===== config.mk =====
export PLATFORM = sky130hd
export DESIGN_NAME = usb_ep_cpu_port
export DESIGN_NICKNAME = d
export VERILOG_FILES = /design/src/rtl/usb_epb_pkg.sv /design/src/rtl/usb_epb_out_buf.sv /design/src/rtl/usb_epb_in_buf.sv /design/src/rtl/usb_ep_cpu_port.sv
export SDC_FILE = /design/constraint.sdc
export NUM_CORES = 2
export LEC_CHECK = 0
export ABC_AREA = 0
export BUFFER_PORTS_ARGS = -buffer_cell sky130_fd_sc_hd__buf_2
export CAP_MARGIN = 5
export CELL_PAD_IN_SITES_DETAIL_PLACEMENT = 0
export CELL_PAD_IN_SITES_GLOBAL_PLACEMENT = 1
export CORE_MARGIN = 2
export CORE_UTILIZATION = 51
export CTS_BUF_LIST = sky130_fd_sc_hd__clkbuf_16
export DETAILED_ROUTE_END_ITERATION = 8
export MAX_ROUTING_LAYER = met4
export PLACE_DENSITY = 0.85
export SYNTH_ARGS = -nofsm -noshare
export SYNTH_HDL_FRONTEND = slang
export SYNTH_SLANG_ARGS = --single-unit

===== constraint.sdc =====
create_clock -name clk_i -period 4.45 [get_ports clk_i]
set_input_delay 1.335 -clock clk_i [delete_from_list [all_inputs] [get_ports clk_i]]
set_output_delay 1.335 -clock clk_i [all_outputs]
set_load 0.02 [all_outputs]

===== src/rtl/usb_epb_pkg.sv =====
package usb_epb_pkg;
  localparam int unsigned LEN_W = 10;
  typedef logic [LEN_W-1:0] len_t;

  typedef struct packed {
    logic [19:0] rsvd;
    logic        rdy;
    logic        dv;
    len_t        rem;
  } rx_len_t;

  // bytes carried by one word access
  function automatic len_t word_take(len_t left);
    return (left >= len_t'(4)) ? len_t'(4) : left;
  endfunction
endpackage


===== src/rtl/usb_epb_out_buf.sv =====
module usb_epb_out_buf
  import usb_epb_pkg::*;
#(
  parameter int unsigned BUF_WORDS = 16
) (
  input  logic        clk_i,
  input  logic        rst_ni,
  input  logic        fill_i,
  input  logic [7:0]  fill_byte_i,
  input  logic        fill_last_i,
  input  logic        fill_err_i,
  input  logic        pop_i,
  output logic        rdy_o,
  output logic        dv_o,
  output len_t        rem_o,
  output logic [31:0] word_o,
  output logic        eop_o
);
  localparam int unsigned AW = $clog2(BUF_WORDS);

  logic [31:0]   mem [BUF_WORDS];
  len_t          fill_cnt_q, rem_q;
  logic [AW-1:0] rd_ptr_q;
  logic          rdy_q, dv_q;
  logic          fill_ok, pop_ok;
  logic [AW-1:0] widx;
  logic [1:0]    lane;

  assign fill_ok = fill_i && !rdy_q;
  assign pop_ok  = pop_i && rdy_q;
  assign widx    = fill_cnt_q[AW+1:2];
  assign lane    = fill_cnt_q[1:0];

  // first byte of a word clears the upper lanes
  always_ff @(posedge clk_i) begin
    if (fill_ok) begin
      if (lane == 2'd0) mem[widx] <= {24'd0, fill_byte_i};
      else              mem[widx][{lane, 3'b000} +: 8] <= fill_byte_i;
    end
  end

  always_ff @(posedge clk_i or negedge rst_ni) begin
    if (!rst_ni) begin
      fill_cnt_q <= '0;
      rem_q      <= '0;
      rd_ptr_q   <= '0;
      rdy_q      <= 1'b0;
      dv_q       <= 1'b0;
    end else if (fill_ok) begin
      if (fill_last_i) begin
        rdy_q      <= 1'b1;
        dv_q       <= ~fill_err_i;
        rem_q      <= fill_cnt_q + len_t'(1);
        fill_cnt_q <= '0;
        rd_ptr_q   <= '0;
      end else begin
        fill_cnt_q <= fill_cnt_q + len_t'(1);
      end
    end else if (pop_ok) begin
      rem_q    <= rem_q - word_take(rem_q);
      rd_ptr_q <= rd_ptr_q + AW'(1);
      if (rem_q <= len_t'(4)) begin
        rdy_q <= 1'b0;
        dv_q  <= 1'b0;
      end
    end
  end

  assign rdy_o  = rdy_q;
  assign dv_o   = dv_q;
  assign rem_o  = rem_q;
  assign word_o = mem[rd_ptr_q];
  assign eop_o  = pop_ok && (rem_q <= len_t'(4));
endmodule


===== src/rtl/usb_epb_in_buf.sv =====
module usb_epb_in_buf
  import usb_epb_pkg::*;
#(
  parameter int unsigned BUF_WORDS = 16
) (
  input  logic        clk_i,
  input  logic        rst_ni,
  input  logic        len_we_i,
  input  len_t        len_i,
  input  logic        wr_i,
  input  logic [31:0] wdata_i,
  input  logic        drain_i,
  output logic        rdy_o,
  output len_t        len_o,
  output logic [7:0]  byte_o
);
  localparam int unsigned AW = $clog2(BUF_WORDS);

  logic [31:0] mem [BUF_WORDS];
  len_t        len_q, cnt_q, dptr_q, left, take;
  logic        armed_q, rdy_q, wr_ok, last_byte;

  assign left      = len_q - cnt_q;
  assign take      = word_take(left);
  assign wr_ok     = wr_i && armed_q && !rdy_q;
  assign last_byte = (len_q == '0) || (dptr_q + len_t'(1) >= len_q);

  always_ff @(posedge clk_i) begin
    if (wr_ok) mem[cnt_q[AW+1:2]] <= wdata_i;
  end

  always_ff @(posedge clk_i or negedge rst_ni) begin
    if (!rst_ni) begin
      len_q   <= '0;
      cnt_q   <= '0;
      dptr_q  <= '0;
      armed_q <= 1'b0;
      rdy_q   <= 1'b0;
    end else if (len_we_i && !rdy_q) begin
      len_q   <= len_i;
      cnt_q   <= '0;
      dptr_q  <= '0;
      armed_q <= (len_i != '0);
      rdy_q   <= (len_i == '0);
    end else if (wr_ok) begin
      cnt_q <= cnt_q + take;
      if (take == left) begin
        rdy_q   <= 1'b1;
        armed_q <= 1'b0;
      end
    end else if (drain_i && rdy_q) begin
      if (last_byte) begin
        rdy_q  <= 1'b0;
        dptr_q <= '0;
      end else begin
        dptr_q <= dptr_q + len_t'(1);
      end
    end
  end

  assign rdy_o  = rdy_q;
  assign len_o  = len_q;
  assign byte_o = mem[dptr_q[AW+1:2]][{dptr_q[1:0], 3'b000} +: 8];
endmodule


===== src/rtl/usb_ep_cpu_port.sv =====
module usb_ep_cpu_port
  import usb_epb_pkg::*;
#(
  parameter int unsigned NUM_EP    = 4,
  parameter int unsigned BUF_WORDS = 16,
  localparam int unsigned EP_W     = $clog2(NUM_EP)
) (
  input  logic              clk_i,
  input  logic              rst_ni,
  input  logic              ctrl_we_i,
  input  logic              ctrl_rd_en_i,
  input  logic              ctrl_wr_en_i,
  input  logic [EP_W-1:0]   ctrl_ep_i,
  input  logic              rx_rd_i,
  output logic [31:0]       rx_data_o,
  output logic [31:0]       rx_len_o,
  input  logic              tx_len_we_i,
  input  logic [LEN_W-1:0]  tx_len_i,
  input  logic              tx_wr_i,
  input  logic [31:0]       tx_data_i,
  input  logic              eop_clr_i,
  output logic              rx_eop_o,
  input  logic              bus_rx_valid_i,
  input  logic [EP_W-1:0]   bus_rx_ep_i,
  input  logic [7:0]        bus_rx_byte_i,
  input  logic              bus_rx_last_i,
  input  logic              bus_rx_err_i,
  output logic [NUM_EP-1:0] bus_rx_free_o,
  input  logic              bus_tx_rd_i,
  input  logic [EP_W-1:0]   bus_tx_ep_i,
  output logic [7:0]        bus_tx_byte_o,
  output logic [LEN_W-1:0]  bus_tx_len_o,
  output logic [NUM_EP-1:0] bus_tx_rdy_o
);
  logic            ctrl_rd_en_q, ctrl_wr_en_q;
  logic [EP_W-1:0] ctrl_ep_q;
  logic            eop_q;

  logic [NUM_EP-1:0] rx_rdy, rx_dv, rx_eop_pulse, tx_rdy;
  len_t              rx_rem  [NUM_EP];
  logic [31:0]       rx_word [NUM_EP];
  len_t              tx_len  [NUM_EP];
  logic [7:0]        tx_byte [NUM_EP];

  always_ff @(posedge clk_i or negedge rst_ni) begin
    if (!rst_ni) begin
      ctrl_rd_en_q <= 1'b0;
      ctrl_wr_en_q <= 1'b0;
      ctrl_ep_q    <= '0;
    end else if (ctrl_we_i) begin
      ctrl_rd_en_q <= ctrl_rd_en_i;
      ctrl_wr_en_q <= ctrl_wr_en_i;
      ctrl_ep_q    <= ctrl_ep_i;
    end
  end

  for (genvar e = 0; e < NUM_EP; e++) begin : g_ep
    logic sel;
    assign sel = (ctrl_ep_q == EP_W'(e));

    usb_epb_out_buf #(.BUF_WORDS(BUF_WORDS)) i_out (
      .clk_i       (clk_i),
      .rst_ni      (rst_ni),
      .fill_i      (bus_rx_valid_i && (bus_rx_ep_i == EP_W'(e))),
      .fill_byte_i (bus_rx_byte_i),
      .fill_last_i (bus_rx_last_i),
      .fill_err_i  (bus_rx_err_i),
      .pop_i       (rx_rd_i && ctrl_rd_en_q && sel),
      .rdy_o       (rx_rdy[e]),
      .dv_o        (rx_dv[e]),
      .rem_o       (rx_rem[e]),
      .word_o      (rx_word[e]),
      .eop_o       (rx_eop_pulse[e])
    );

    usb_epb_in_buf #(.BUF_WORDS(BUF_WORDS)) i_in (
      .clk_i    (clk_i),
      .rst_ni   (rst_ni),
      .len_we_i (tx_len_we_i && ctrl_wr_en_q && sel),
      .len_i    (tx_len_i),
      .wr_i     (tx_wr_i && ctrl_wr_en_q && sel),
      .wdata_i  (tx_data_i),
      .drain_i  (bus_tx_rd_i && (bus_tx_ep_i == EP_W'(e))),
      .rdy_o    (tx_rdy[e]),
      .len_o    (tx_len[e]),
      .byte_o   (tx_byte[e])
    );
  end

  // set beats clear
  always_ff @(posedge clk_i or negedge rst_ni) begin
    if (!rst_ni) eop_q <= 1'b0;
    else         eop_q <= (|rx_eop_pulse) | (eop_q & ~eop_clr_i);
  end

  rx_len_t len_view;
  always_comb begin
    len_view = '0;
    if (ctrl_rd_en_q) begin
      len_view.rdy = rx_rdy[ctrl_ep_q];
      len_view.dv  = rx_dv[ctrl_ep_q];
      len_view.rem = rx_rem[ctrl_ep_q];
    end
  end

  assign rx_len_o      = len_view;
  assign rx_data_o     = (ctrl_rd_en_q && rx_rdy[ctrl_ep_q]) ? rx_word[ctrl_ep_q] : '0;
  assign rx_eop_o      = eop_q;
  assign bus_rx_free_o = ~rx_rdy;
  assign bus_tx_rdy_o  = tx_rdy;
  assign bus_tx_byte_o = tx_byte[bus_tx_ep_i];
  assign bus_tx_len_o  = tx_len[bus_tx_ep_i];
endmodule


==> summary.md <==
| Metric | Value |
|---|---|
| Via-per-instance ratio | `roughly 6.5` |
| Core Rows | `between 200 and 250` |
| Leakage power figure | `around 67 nW` |
| Post-route insts no fill | `14300` |
| Most common cell after layout, fill and taps aside | `edfxtp_1` |
| Post-layout nets | `between 9000 and 10000` |
| Horizontal extent of the die | `around 600 µm` |
| Power Total | `roughly 110 mW` |
| Part of the cycle the worst path needs | `1.28` |
| Number of vias in the routed layout | `roughly 93000` |
| Effective utilization at floorplan | `0.511` |
| I/O pin count | `between 150 and 200` |
| Placeable core area | `~340000 µm²` |
| Post-synth top flop | `edfxtp_1` |
| Master cell of the clock root buffer | `clkbuf_16` |
| Count of TritonRoute iterations in the first routing pass | `6` |
| Path category of the worst min-delay check | `input pin to async pin` |
| MaxCap Viol Count | `0` |
| Number of different library cells in the post-synthesis netlist | `76` |
| Result of the run | `complete, but fails checks` |
| Cell count after placement | `between 10000 and 15000` |
| Vias in the first global route | `94300` |
| Count of warnings emitted by yosys | `0` |
| Post-route standard cell area excluding fillers | `just over 200000 µm²` |
| Number of failing setup endpoints in the final timing report | `40` |
| Total placed instance area | `approximately 190000 µm²` |
| Per-instance average area after synthesis | `roughly 21 µm²` |
| Share of the core filled with cells | `0.595` |
| Crit path time final | `~5.7 ns` |
| Synth Instances | `~8500` |
| Async set-or-reset flop fraction in the synthesized netlist | `0.0547` |
| Deepest clock path buffer count | `4` |
| Largest net degree at the start of global routing | `just under 80` |
| Die Height | `about 590 µm` |
| Worst slew slack as a fraction of its limit | `0.0488` |
| Number of pins exceeding their max-slew limit in the final report | `0` |
| Setup clock skew after layout | `around 0.10 ns` |
| Cell at the slowest stage of the critical path | `mux4_2` |
| Total routed wirelength | `around 490000 µm` |
| Clk_lat worst skew | `a little over 1 ns` |
| Layout cell share with drive strength beyond 1 | `0.313` |
| GRT Resource Usage Total | `0.288` |
| Input/output buffers | `139` |
| Number of synthesized register bits | `around 4300` |
| Hold Violations, Final | `0` |
| Crit-path cells | `buf_12 -> buf_12 -> mux4_2 -> mux4_2 -> mux4_2 -> mux4_2 -> buf_6` |
| DRC violation total after the first TritonRoute iteration | `approximately 14000` |
| CP Max Fanout | `7` |
| Setup ws final | `-1.23 ns` |
| Crit Path Category | `flip-flop to primary output` |
| Worst slack, placed | `-0.138 ns` |
| Power density over the cells | `approximately 550 nW/µm²` |
| Cell occurring most often along the worst timing path | `mux4_2` |
| Setup Total Neg Slack | `-33.36 ns` |
| Fin Hold WS | `roughly 0.37 ns` |
| Clock sink count | `4333` |
| Clock transition at the register clock pins on the worst setup and hold paths after CTS | `around 0.060 ns` |
| Count of hold buffers inserted by post-cts repair | `0` |
| Leading cell types in the layout, fill and taps excluded | `edfxtp_1 (4096), mux4_2 (1364), buf_4 (450)` |
| Highest attainable clock frequency | `176 MHz` |
| Startpoint Class | `flip-flop` |
| Worst EP arrival | `about 4.4 ns` |
| Critical path capture point type | `primary output` |
| Post-synth design cell area | `175000 µm²` |
| Initial antenna violation count | `between 50 and 60` |
| Global-route wire length before repair | `approximately 700000 µm` |
| Required time at the worst-slack endpoint | `approximately 3.1 ns` |
| Syn-to-layout area delta | `16.3%` |
| Max incr delay on CP | `between 0.6 and 0.7 ns` |
| Violated checks | `negative setup slack` |
| HPWL after detailed placement | `~280000 µm` |
| Floorplan die area | `between 300000 and 400000 µm²` |
| VDD IR-drop max | `between 400 and 500 µV` |
| H-tree levels | `5` |
| Post-DRT Antenna Nets | `0` |
| Number of enable flip-flop cells after synthesis | `slightly above 4000` |
| Wire length per cell | `34.4 µm` |
| DRC Markers | `0` |
| Overflow left after global routing | `0` |
| Setup repair after global routing missed its margin | `yes` |
| TritonCTS clock tree | `done` |
| Measured slew at the worst slew-check pin | `1.43 ns` |
| Sequential fraction of the synthesis area | `0.736` |
| TritonCTS buffer count | `between 400 and 500` |
| RD Place Congestion | `0.897` |
cell usage after synthesis (63+ instances only):
library cell | number | area share
mux4_2 | 1364 | 0.18
nand3_1 | 85 | 0.0024
nor3_1 | 63 | 0.0018
o21ai_0 | 218 | 0.0062
and2_1 | 178 | 0.0064
inv_1 | 126 | 0.0027
a21oi_1 | 99 | 0.0028
clkbuf_1 | 293 | 0.0063
nor2_1 | 467 | 0.010
ha_1 | 144 | 0.010
nand2_1 | 262 | 0.0056
dfrtp_1 | 237 | 0.034
edfxtp_1 | 4096 | 0.70
buf_1 | 92 | 0.0020
where the power goes:
group	leakage, nW	internal (mW)	switching, mW	total [mW]
Combinational	18.6	14.4	14.7	29.2
Clock	6.90	19.7	15.8	35.4
Sequential	41.5	45.2	1.46	46.7
layout make-up:
class,instances,area [µm²]
diodes,51,128
clock buffers,420,10500
clock inverters,347,2970
fillers,22700,139000
inverters,127,477
multi-input cells,3566,44700
flip-flops and latches,4333,129000
well taps,4557,5700
repair buffers,881,10200
per-layer routing:
layer | part of all wire | wire length, µm | up-vias | global-route usage
li1 | - | - | 36700 | -
met1 | 0.33 | 163000 | 48600 | 0.346
met2 | 0.50 | 248000 | 6865 | 0.470
met3 | 0.11 | 52600 | 1308 | 0.0556
met4 | 0.058 | 28700 | 0 | 0.144
met5 | 0 | 0 | - | -
final timing paths:
kind                                        startpoint                        end  slack (ns)  cells after the start
min in group clk_i              g_ep[1].i_in.dptr_q[9]     g_ep[1].i_in.dptr_q[9]        0.51                      2
worst max register to register   g_ep[1].i_in.len_o[0]      g_ep[1].i_in.cnt_q[8]        0.23                     22
max in group asynchronous                       rst_ni  g_ep[0].i_out.rd_ptr_q[0]        3.04                      2
worst max-delay path            g_ep[1].i_in.dptr_q[2]           bus_tx_byte_o[5]       -1.23                      7
worst min-delay path                            rst_ni      g_ep[3].i_in.cnt_q[3]        0.37                      1
worst min register to register  g_ep[1].i_in.dptr_q[9]     g_ep[1].i_in.dptr_q[9]        0.51                      2
cell families (layout without fill, tap and decap cells):
family / count (synthesis) / count (layout) / synth area share
mux: 1414 / 1414 / 0.178
compound gates: 537 / 537 / 0.0188
fa+ha+maj: 152 / 152 / 0.0112
flops: 4333 / 4333 / 0.736
buf+inv: 597 / 1775 / 0.0143
other cells: 2 / 99 / 0.0000429
simple gates: 1308 / 1308 / 0.0358
xor+xnor: 107 / 107 / 0.00535
worst max-delay path: cells and delay by family, from the launching register on:
kind | cells | cell delay, ns
buffers and inverters | 3 | 0.48
flip-flops | 1 | 0.53
multiplexers | 4 | 2.30
state kept, by name, summed over array words and instances, names as in the netlist:
name,count
ctrl_ep_q,2
ctrl_rd_en_q,1
ctrl_wr_en_q,1
g_ep.i_in.armed_q,4
g_ep.i_in.cnt_q,40
g_ep.i_in.dptr_q,40
g_ep.i_in.len_o,40
g_ep.i_in.mem,2048
g_ep.i_in.rdy_o,4
g_ep.i_out.dv_o,4
g_ep.i_out.fill_cnt_q,40
g_ep.i_out.mem,2048
g_ep.i_out.rd_ptr_q,16
g_ep.i_out.rdy_o,4
g_ep.i_out.rem_o,40
rx_eop_o,1
what timing repair did:
action | CTS | global route
resized for setup | 232 | 75
buffers inserted | 67 | 21
hold endpoints to repair | 0 | 0
pin swaps | 2 | 10
endpoints found under the setup margin | 47 | 55
cloned | 35 | 12
Note: power is estimated with default switching activity, not from simulation.
